## config.mk

```make
export PLATFORM = sky130hd
export DESIGN_NAME = field_detector
export DESIGN_NICKNAME = d
export VERILOG_FILES = /design/src/rtl/fd_pkg.sv /design/src/rtl/fd_sync_edge.sv /design/src/rtl/fd_delay_cnt.sv /design/src/rtl/fd_field_decide.sv /design/src/rtl/field_detector.sv
export SDC_FILE = /design/constraint.sdc
export NUM_CORES = 1
export LEC_CHECK = 0
export BUFFER_PORTS_ARGS = -buffer_cell sky130_fd_sc_hd__clkbuf_2
export CAP_MARGIN = 20
export CORE_MARGIN = 2
export CORE_UTILIZATION = 30
export CTS_CLUSTER_DIAMETER = 50
export DETAILED_ROUTE_END_ITERATION = 6
export MAX_ROUTING_LAYER = met4
export PLACE_DENSITY = 0.46
export SYNTH_ARGS = -nofsm -noshare
export SYNTH_HDL_FRONTEND = slang
export SYNTH_SLANG_ARGS = --single-unit
```

## constraint.sdc

```tcl
create_clock -name clk_i -period 1.7 [get_ports clk_i]
set_input_delay 0.34 -clock clk_i [delete_from_list [all_inputs] [get_ports clk_i]]
set_output_delay 0.34 -clock clk_i [all_outputs]
set_load 0.02 [all_outputs]
```

## src/rtl/fd_pkg.sv

```systemverilog
package fd_pkg;
  localparam int HPOL_BIT = 0;
  localparam int VPOL_BIT = 1;
  localparam int DSEL_BIT = 6;
  localparam int FLAG_BIT = 7;
  localparam int REG_W    = 8;

  typedef enum logic {
    FIELD_EVEN = 1'b0,
    FIELD_ODD  = 1'b1
  } field_e;
endpackage

```

## src/rtl/fd_sync_edge.sv

```systemverilog
module fd_sync_edge #(
  parameter int STAGES = 2
) (
  input  logic clk_i,
  input  logic rst_ni,
  input  logic sig_i,
  input  logic neg_pol_i,
  output logic lead_o,
  output logic trail_o
);
  logic [STAGES-1:0] chain_q;
  logic act, act_q;

  generate
    if (STAGES == 1) begin : g_one
      always_ff @(posedge clk_i or negedge rst_ni)
        if (!rst_ni) chain_q <= '0;
        else         chain_q <= sig_i;
    end else begin : g_many
      always_ff @(posedge clk_i or negedge rst_ni)
        if (!rst_ni) chain_q <= '0;
        else         chain_q <= {chain_q[STAGES-2:0], sig_i};
    end
  endgenerate

  assign act = chain_q[STAGES-1] ^ neg_pol_i;

  always_ff @(posedge clk_i or negedge rst_ni)
    if (!rst_ni) act_q <= 1'b0;
    else         act_q <= act;

  assign lead_o  = act & ~act_q;
  assign trail_o = ~act & act_q;
endmodule

```

## src/rtl/fd_delay_cnt.sv

```systemverilog
module fd_delay_cnt #(
  parameter int CNT_W = 12
) (
  input  logic             clk_i,
  input  logic             rst_ni,
  input  logic             clear_i,
  output logic [CNT_W-1:0] count_o
);
  localparam logic [CNT_W-1:0] CNT_MAX = '1;

  always_ff @(posedge clk_i or negedge rst_ni)
    if (!rst_ni)                 count_o <= '0;
    else if (clear_i)            count_o <= '0;
    else if (count_o != CNT_MAX) count_o <= count_o + 1'b1;
endmodule

```

## src/rtl/fd_field_decide.sv

```systemverilog
module fd_field_decide
  import fd_pkg::*;
#(
  parameter int CNT_W = 12
) (
  input  logic             clk_i,
  input  logic             rst_ni,
  input  logic             cap_i,
  input  logic             dec_i,
  input  logic [CNT_W-1:0] count_i,
  input  logic             dsel_i,
  output logic             field_o,
  output logic             dot_o
);
  logic [CNT_W-1:0] meas_q, prev_q;
  logic             have_prev_q;
  field_e           field_q, field_nx;

  always_comb begin
    field_nx = field_q;
    if (have_prev_q) begin
      if (meas_q > prev_q)      field_nx = FIELD_EVEN;
      else if (meas_q < prev_q) field_nx = FIELD_ODD;
    end
  end

  always_ff @(posedge clk_i or negedge rst_ni)
    if (!rst_ni) begin
      meas_q      <= '0;
      prev_q      <= '0;
      have_prev_q <= 1'b0;
      field_q     <= FIELD_ODD;
      dot_o       <= 1'b1;
    end else begin
      if (cap_i) meas_q <= count_i;
      if (dec_i) begin
        prev_q      <= meas_q;
        have_prev_q <= 1'b1;
        field_q     <= field_nx;
        dot_o       <= field_nx ^ dsel_i;
      end
    end

  assign field_o = field_q;
endmodule

```

## src/rtl/field_detector.sv

```systemverilog
module field_detector
  import fd_pkg::*;
#(
  parameter int CNT_W       = 12,
  parameter int SYNC_STAGES = 2
) (
  input  logic             clk_i,
  input  logic             rst_ni,
  input  logic             hsync_i,
  input  logic             vsync_i,
  input  logic             reg_we_i,
  input  logic [REG_W-1:0] reg_wdata_i,
  output logic [REG_W-1:0] reg_rdata_o,
  output logic             field_odd_o,
  output logic             dot_line_o
);
  logic hpol_q, vpol_q, dsel_q;
  logic h_lead, h_trail, v_lead, v_trail;
  logic [CNT_W-1:0] cnt;

  always_ff @(posedge clk_i or negedge rst_ni)
    if (!rst_ni) begin
      hpol_q <= 1'b0;
      vpol_q <= 1'b0;
      dsel_q <= 1'b0;
    end else if (reg_we_i) begin
      hpol_q <= reg_wdata_i[HPOL_BIT];
      vpol_q <= reg_wdata_i[VPOL_BIT];
      dsel_q <= reg_wdata_i[DSEL_BIT];
    end

  always_comb begin
    reg_rdata_o           = '0;
    reg_rdata_o[HPOL_BIT] = hpol_q;
    reg_rdata_o[VPOL_BIT] = vpol_q;
    reg_rdata_o[DSEL_BIT] = dsel_q;
    reg_rdata_o[FLAG_BIT] = field_odd_o;
  end

  fd_sync_edge #(.STAGES(SYNC_STAGES)) u_hsync (
    .clk_i, .rst_ni, .sig_i(hsync_i), .neg_pol_i(hpol_q),
    .lead_o(h_lead), .trail_o(h_trail)
  );

  fd_sync_edge #(.STAGES(SYNC_STAGES)) u_vsync (
    .clk_i, .rst_ni, .sig_i(vsync_i), .neg_pol_i(vpol_q),
    .lead_o(v_lead), .trail_o(v_trail)
  );

  fd_delay_cnt #(.CNT_W(CNT_W)) u_cnt (
    .clk_i, .rst_ni, .clear_i(h_lead), .count_o(cnt)
  );

  fd_field_decide #(.CNT_W(CNT_W)) u_decide (
    .clk_i, .rst_ni, .cap_i(v_lead), .dec_i(v_trail), .count_i(cnt),
    .dsel_i(dsel_q), .field_o(field_odd_o), .dot_o(dot_line_o)
  );

  logic unused_h_trail;
  assign unused_h_trail = h_trail;
endmodule

```

==> results.toml, run 1 <==
[synth]
synth_area_sq_um = 2300
syn_inst = 209
synth-seq-area-share = 0.524
async_flop_share = 1.00
ys_warn_count = 0
synthFlopType = "dfrtp_1"
syn_avg_cell_area_sq_um = 11.0
synth_seq_cells = 48
synth_edf_count = 0
yosysUniqueCellTypes = 42

[route]
avgViaCountPerCell = 4.60
drc = 0
drt-initial-drc-count = 64
routedWlPerCell_um = 12.5
via_count = 1600
dr.pass1.iters = 4
antenna_left = 0
wl_mm = 4.37

[finish]
areaGrowthSynthToFinish_pct = 24.7
diodes = 0
instances_no_fill = 348
final_util = 0.391
drive_above_1_share = 0.329
finalInstanceArea_sq_um = 2870
nets = 274

[global_route]
grt_max_degree = 49
groute.usage.overall = 0.119
grt_pass1_vias = 1586
gr-total-overflow = 0
grt_pass1_wl_mm = 7.69
antenna_found_initial = 0

[timing]
clock_skew_ps = 14.2
fin_crit_sh = 1.01
layout_setup_ws_ps = -20.3
tns_ps = -20.3
timing.fmax_ghz = 0.581
min_period_ps = 1720
setup_viol = 1
timing.hold.ws_ps = 17.3
slew_violations = 0
rsz0062_at_grt = "yes"
hold_viol_final = 0

[worst_setup_path]
start_kind = "flop"
cpMaxStageDelayCell = "dfrtp_1"
path_cells = "ha_4, nand4_1, buf_4, o31ai_4, nand2_2, a41oi_2, nand3_1"
slowest_delay_ps = 410
critical_path_class = "reg -> reg"
critPathCaptureType = "flop"
path_buf_inv = 1
path_max_fanout = 3
cpLargestDelayFamily = "flip-flops"
cp_data_required_time_ps = 1940
critical_path_arrival_ps = 1960

[floorplan]
die_height_um = 91.5
dieWidth_um = 91.5
initial_utilization = 0.314
die_area_sq_um = 8380
coreArea_sq_um = 7330
row_count = 31
io_pins = 23

[power_and_ir_drop]
power.total_mw = 3.42
powerDensity_nw_per_um2 = 1190
peakVddDrop_mv = 0.427
p_leak_nw = 1.32

[run_status]
failed_checks = "negative setup slack"
status = "complete, but fails checks"

[placed_design]
gp_congestion = 0.742
post-place-ws_ps = -132
portBuffers = 13
hpwl_mm = 3.02
dp_cells = 338
placed_area_sq_um = 2640

[clocking]
cts.sinks = 48
cts-root-buf = "clkbuf_8"
cts_tree = "built"
clk_pin_slew_worst_paths_ps = 100
cts_hold_buf = 0
clockBufferDepth = 2
htree_levels = 2
clock_latency_ps = 300
cts_buffers = 5

[min_path]
hp-class = "in -> async"

[flow_run]
drv_cap = 0
-- layer usage --
layer | GRT usage | vias to the layer above | share of wire
met5 | - | - | 0
met4 | 0.0455 | 0 | 0.018
met3 | 0.0249 | 5 | 0.021
met2 | 0.183 | 24 | 0.46
met1 | 0.154 | 789 | 0.50
li1 | - | 782 | -
-- state kept, by name, indices dropped and copies added (netlist names) --
register              cells
dsel_q                    1
hpol_q                    1
u_cnt.count_o            12
u_decide.dot_o            1
u_decide.field_o          1
u_decide.have_prev_q      1
u_decide.meas_q          12
u_decide.prev_q          12
u_hsync.act_q             1
u_hsync.chain_q           2
u_vsync.act_q             1
u_vsync.chain_q           2
vpol_q                    1
-- cell families (layout without fill, tap and decap cells) --
family | Yosys count | in the layout | share of synthesized area
buf+inv | 28 | 65 | 0.0632
simple gates | 64 | 64 | 0.134
mux | 16 | 16 | 0.0773
flops | 48 | 48 | 0.524
compound gates | 28 | 28 | 0.0871
xor+xnor | 11 | 11 | 0.0419
fa+ha+maj | 13 | 13 | 0.0708
other cells | 1 | 4 | 0.00163
-- synthesized netlist by cell type (2+ instances only) --
master	instances	area [sq um]
a21oi_1	4	20.0
inv_1	13	48.8
nand4_1	5	31.3
nor2_1	17	63.8
dfstp_2	2	52.6
ha_1	13	163
dfrtp_1	46	1150
buf_4	8	60.1
o21ai_0	9	45.0
inv_2	2	7.51
mux2_2	14	158
nor2b_1	2	12.5
a31oi_1	2	12.5
mux2i_1	2	20.0
nand2b_1	2	12.5
o21ai_1	4	20.0
buf_2	2	10.0
xor2_1	7	61.3
clkbuf_1	2	7.51
nor3_1	2	10.0
nand3_1	6	30.0
xnor2_1	4	35.0
nand2_1	22	82.6
-- report_power, final --
part	leakage [nW]	switching, mW	internal, mW	total (mW)
sequential	0.624	0.109	1.33	1.44
combinational	0.634	0.574	0.532	1.11
clock	0.0614	0.396	0.481	0.878
-- final timing paths --
check | from | endpoint | slack (ps) | depth (start not counted)
max | u_decide.meas_q[11] | u_decide.dot_o | -20 | 7
min | rst_ni | u_decide.prev_q[10] | 20 | 2
max reg2reg | u_decide.meas_q[11] | u_decide.dot_o | -20 | 7
min reg2reg | u_hsync.chain_q[0] | u_hsync.chain_q[1] | 360 | 0
max in group asynchronous | rst_ni | u_decide.field_o | 1410 | 2
min in group clk_i | vsync_i | u_vsync.chain_q[0] | 130 | 1
-- area by class of cell --
type | instances | area, sq um
Fill cell | 716 | 4460
Multi-Input combinational cell | 136 | 1050
Timing Repair Buffer | 42 | 308
Tap cell | 99 | 124
Sequential cell | 48 | 1200
Clock inverter | 2 | 38.8
Clock buffer | 6 | 82.6
Inverter | 15 | 56.3
-- cells in the final DEF, fill, tap and decap left out, types with 2 or more instances in the layout --
master and n:
nor2b_1 2, buf_12 2, buf_4 27, xor2_1 7, o21ai_1 4, mux2i_1 2, nand2b_1 2, clkbuf_2 13
dfrtp_1 46, ha_4 4, xnor2_1 4, nor2_1 17, inv_2 3, a41oi_2 2, nand2_1 21, inv_1 12
o21ai_0 9, nand3_1 6, a31oi_1 2, ha_1 9, nand4_1 5, nor3_1 2, dfstp_2 2, clkbuf_8 6
mux2_2 14, conb_1 4, a21oi_1 4
-- what timing repair did --
action	CTS	global route
gates resized for setup	10	2
gates cloned	0	0
pin swaps	8	2
endpoints found under the hold margin	0	0
setup buffers	2	0
endpoints found under the setup margin	2	2
(Power assumes the default switching activity.)
==> run 2, diff against run 1 <==
--- a/config.mk
+++ b/config.mk
@@ -13,6 +13,7 @@
 export DETAILED_ROUTE_END_ITERATION = 6
 export MAX_ROUTING_LAYER = met4
 export PLACE_DENSITY = 0.46
+export SETUP_SLACK_MARGIN = 0.5
 export SYNTH_ARGS = -nofsm -noshare
 export SYNTH_HDL_FRONTEND = slang
 export SYNTH_SLANG_ARGS = --single-unit
==> run 2 against run 1 <==
- the run ends with negative hold slack, negative setup slack left
- critical path depth up 2
- power up 14%
- largest cell class is now multi-input combinational cells
- via count up 6.4%
- clock skew down 8.1 ps
- clock power down 2.5%
- sequential cell count unchanged
- die area unchanged
- worst setup slack better by 17 ps
- global-route usage up 2.4 points
- final area up 24%
- combinational power up 41%
==> results.toml, run 2 (same netlist as run 1, synthesis figures left out) <==
[finish]
nets = 306
fill_cells = 663
multi_input_area_sq_um = 1340
drive_above_1_share = 0.577
final_cell_mix = "buf_4 (42), dfrtp_1 (41), nor2_1 (14)"
finalInstanceArea_sq_um = 3560
final_util = 0.486
final_common_cell = "buf_4"
seqCellArea_sq_um = 1210
areaGrowthSynthToFinish_pct = 55.1
reg.largest.list = "u_cnt.count_o x12, u_decide.meas_q x12, u_decide.prev_q x12"
diodes = 0
instances_no_fill = 380

[worst_setup_path]
rrSetupSlack_ps = -3
reg2reg_to = "u_decide.field_o"
worst_r2r_path_depth = 9
critical_path_class = "reg -> reg"
r2r-start = "u_decide.prev_q[11]"
cp_data_required_time_ps = 1940
start_kind = "flop"
critPathCaptureType = "flop"
path_max_fanout = 3
critical_path_arrival_ps = 1940

[global_route]
groute.usage.overall = 0.143
groute.layer.met3.usage = 0.0282
grt_pass1_wl_mm = 9.03
grtUsageMet1 = 0.184
gr-total-overflow = 0
met2_usage = 0.228
grt_pass1_vias = 1761
grt_max_degree = 30
antenna_found_initial = 0
busiest_layer = "met2"

[route]
avgViaCountPerCell = 4.48
antenna_left = 0
drc = 0
drt-initial-drc-count = 49
routedWlPerCell_um = 14.0
wl_mm = 5.30
via_count = 1703
dr.pass1.iters = 4

[power_and_ir_drop]
p_leak_nw = 1.66
powerDensity_nw_per_um2 = 1090
peakVddDrop_mv = 0.522

[clocking]
cts.sinks = 48
clock_latency_ps = 300
clockBufferDepth = 2
htree_levels = 2
cts_hold_buf = 0
cts-root-buf = "clkbuf_8"
clk_pin_slew_worst_paths_ps = 100
cts_buffers = 5
cts_tree = "built"

[timing]
rsz0062_at_grt = "yes"
min_period_ps = 1700
timing.hold.ws_ps = -1.07
clock_skew_ps = 6.06
timing.fmax_ghz = 0.587
slew_violations = 0
hold_viol_final = 1
layout_setup_ws_ps = -3.43
fin_crit_sh = 1.00
setup_viol = 1

[floorplan]
io_pins = 23
die_height_um = 91.5
die_area_sq_um = 8380
dieWidth_um = 91.5
coreArea_sq_um = 7330
row_count = 31
initial_utilization = 0.314

[placed_design]
portBuffers = 13
hpwl_mm = 3.12
placed_area_sq_um = 2730
post-place-ws_ps = -119
gp_congestion = 0.731
dp_cells = 334

[min_path]
hp-class = "in -> async"

[run_status]
status = "complete, but fails checks"
failed_checks = "negative hold slack, negative setup slack"

[flow_run]
drv_cap = 0
[run 2: cell count changes in the layout (fill, tap and decap cells not counted), sizes merged]
cell | previous run | this run
clkinv | 1 | 4
buf | 29 | 61
inv | 15 | 16
clkbuf | 19 | 15
[run 2: per-layer routing]
metal | part of all wire | wire length, um | vias to the layer above
met3 | 0.018 | 96 | 6
met1 | 0.46 | 2440 | 835
met2 | 0.51 | 2710 | 12
met5 | 0 | 0 | -
li1 | - | - | 850
met4 | 0.010 | 53 | 0
[run 2: metrics by stage]
stage	power (mW)	TNS, ps
after floorplan	2.21	0
after global placement	2.51	-127
after detailed placement	2.51	-185
after CTS	3.76	-51.7
after global routing	4.16	-248
final	3.90	-3.43
[run 2: how the worst max path moves through the flow]
stage / from / endpoint
2_1_floorplan: u_decide.meas_q[10] / u_decide.field_o
3_3_place_gp: u_decide.prev_q[9] / u_decide.field_o
3_5_place_dp: u_decide.prev_q[9] / u_decide.field_o
4_1_cts: u_decide.prev_q[11] / u_decide.field_o
5_1_grt: u_decide.meas_q[9] / u_decide.dot_o
6_report: u_decide.prev_q[11] / u_decide.field_o
[run 2: cell type report]
| type | count | share of cell area |
|---|---|---|
| Sequential cell | 48 | 0.339 |
| Multi-Input combinational cell | 136 | 0.376 |
| Tap cell | 99 | 0.0347 |
| Timing Repair Buffer | 71 | 0.185 |
| Clock inverter | 3 | 0.0133 |
| Clock buffer | 5 | 0.0193 |
| Timing Repair inverter | 3 | 0.0137 |
| Inverter | 15 | 0.0193 |
[run 2: what timing repair did]
action / 4_1_cts / 5_1_grt
endpoints found under the setup margin: 42 / 44
gates resized for setup: 71 / 40
pin swaps: 30 / 18
cloned: 4 / 0
buffers inserted: 27 / 7
[run 2: power by group]
group          total (mW)  internal [mW]  switching (mW)  leakage [nW]
combinational        1.56          0.837           0.720         0.981
clock               0.856          0.443           0.412        0.0583
sequential           1.49           1.34           0.150         0.617
[run 2: critical path, stage by stage (launching register included)]
cell and delay (ps):
dfrtp_1 390, inv_2 90, ha_4 200, buf_4 130, nand2_2 50, o2111ai_1 110, a311oi_1 270, buf_4 170
nand2b_1 70, a31oi_2 160
==> run 3, diff against run 2 <==
--- a/config.mk
+++ b/config.mk
@@ -13,6 +13,7 @@
 export DETAILED_ROUTE_END_ITERATION = 6
 export MAX_ROUTING_LAYER = met4
 export PLACE_DENSITY = 0.46
+export RECOVER_POWER = 50
 export SETUP_SLACK_MARGIN = 0.5
 export SYNTH_ARGS = -nofsm -noshare
 export SYNTH_HDL_FRONTEND = slang
==> constraint.sdc (replaced) <==
create_clock -name clk_i -period 1.7 [get_ports clk_i]
set_input_delay 0.255 -clock clk_i [delete_from_list [all_inputs] [get_ports clk_i]]
set_output_delay 0.255 -clock clk_i [all_outputs]
set_load 0.02 [all_outputs]
==> run 3 against run 2 <==
- the flow finishes with violations (negative setup slack)
- register-to-register slack worse by 40 ps
- via count up 1.9%
- sequential share of layout area increased by 0.11 points
- sequential power is essentially flat
- count of clock-buffer cells in the layout increased by 1
- hold slack improved by 53 ps
- critical path type unchanged
- largest cell class unchanged
- largest power group unchanged
==> results.toml, run 3 (same netlist as run 1, synthesis figures left out) <==
[finish]
reg.largest.list = "u_cnt.count_o x12, u_decide.meas_q x12, u_decide.prev_q x12"
nets = 311
fill_cells = 675
final_cell_mix = "dfrtp_1 (41), buf_4 (41), buf_6 (16)"
instances_no_fill = 385
drive_above_1_share = 0.556
diodes = 0
finalInstanceArea_sq_um = 3550
areaGrowthSynthToFinish_pct = 54.6

[worst_setup_path]
r2r-start = "u_decide.meas_q[9]"
rrSetupSlack_ps = -50
reg2reg_to = "u_decide.field_o"
critPathCaptureType = "flop"
worst_r2r_path_depth = 7
critical_path_arrival_ps = 1980
cp_data_required_time_ps = 1940
critPathLaunch = "u_decide.meas_q[9]"
start_kind = "flop"
path_max_fanout = 3
critical_path_class = "reg -> reg"
endpoint = "u_decide.field_o"

[global_route]
grt_pass1_wl_mm = 8.93
grt_max_degree = 49
gr-total-overflow = 0
groute.usage.overall = 0.140
antenna_found_initial = 0
grt_pass1_vias = 1761

[power_and_ir_drop]
p_leak_nw = 1.62
peakVddDrop_mv = 0.760
power.total_mw = 3.98
powerDensity_nw_per_um2 = 1120

[clocking]
htree_levels = 2
clock_latency_ps = 300
cts_tree = "built"
cts.sinks = 48
clk_pin_slew_worst_paths_ps = 100
clockBufferDepth = 2
cts-root-buf = "clkbuf_8"
cts_buffers = 5

[route]
met1_length_mm = 2.50
antenna_left = 0
highest_layer = "met4"
drt-initial-drc-count = 46
routedWlPerCell_um = 13.9
dr.pass1.iters = 4
via_count = 1736
wl_met3_um = 103
met2_wirelength_mm = 2.64
avgViaCountPerCell = 4.51
drc = 0
wl_mm = 5.34

[placed_design]
dp_cells = 333
placed_area_sq_um = 2740
portBuffers = 13
post-place-ws_ps = -111
gp_congestion = 0.743
hpwl_mm = 3.01

[timing]
clock_skew_ps = 11.0
hold_viol_final = 0
timing.fmax_ghz = 0.573
fin_crit_sh = 1.03
slew_violations = 0
min_period_ps = 1750
setup_viol = 2
max_slew.worst_pin.slew_ps = 660
maxSlewHeadroom = 0.560
tns_ps = -81.9
layout_setup_ws_ps = -46.0
rsz0062_at_grt = "yes"

[floorplan]
die_area_sq_um = 8380
initial_utilization = 0.314
row_count = 31
die_height_um = 91.5
dieWidth_um = 91.5
io_pins = 23
coreArea_sq_um = 7330

[min_path]
hp-class = "in -> reg"
min_from = "hsync_i"

[run_status]
failed_checks = "negative setup slack"
status = "complete, but fails checks"

[flow_run]
drv_cap = 0
## run 3: changes by cell type in the layout (fill, tap and decap cells not counted), sizes merged
| cell | delta |
|---|---|
| buf | +4 |
| clkinv | -1 |
| clkbuf | +1 |
| dlygate4sd3 | +1 |
## run 3: routing by layer
layer	up-vias	global-route usage
met1	854	0.184
met3	7	0.0249
met2	12	0.221
li1	863	-
met4	0	0.0417
met5	-	-
## run 3: worst min-delay path by stage
| stage | endpoint | slack [ps] | cells past startpoint |
|---|---|---|---|
| after floorplan | dsel_q | -40 | 0 |
| after global placement | hpol_q | 270 | 2 |
| after detailed placement | u_hsync.chain_q[0] | 270 | 2 |
| after CTS | u_hsync.chain_q[0] | 40 | 1 |
| after global routing | u_hsync.chain_q[0] | 30 | 1 |
| final | u_hsync.chain_q[0] | 50 | 1 |
## run 3: repair_timing
item / in CTS / in global routing
setup endpoints to repair: 39 / 44
resized for setup: 38 / 57
cloned: 4 / 0
hold endpoints to repair: 46 / 0
pin swaps: 16 / 21
hold buffers: 1 / 0
buffers inserted: 29 / 10
## run 3: critical path, cell delays in order, from the launching register on
cell	delay, ps
dfrtp_1	420
ha_4	290
nand4_1	180
buf_4	210
o31ai_4	200
nand2_2	100
buf_6	130
a31oi_1	160
## run 3: layout make-up
class	count	area (sq um)	share of cell area
inverters	15	68.8	0.0194
flip-flops and latches	48	1210	0.340
multi-input cells	136	1280	0.360
repair inverters	3	48.8	0.0137
clock inverters	2	38.8	0.0109
clock buffers	6	82.6	0.0232
well taps	99	124	0.0349
repair buffers	76	703	0.198
## run 3: where the power goes
part	internal (mW)	leakage, nW	total, mW	switching (mW)
Combinational	0.868	0.945	1.60	0.734
Clock	0.482	0.0614	0.886	0.405
Sequential	1.34	0.618	1.49	0.151
Total	2.69	1.62	3.98	1.29
## run 3: metrics by stage
step                hold WS, ps   util
finish                     52.0  0.485
detailed placement          268  0.373
floorplan                 -40.6      -
CTS                        38.9  0.448
global placement            271  0.373
global route               27.0  0.485
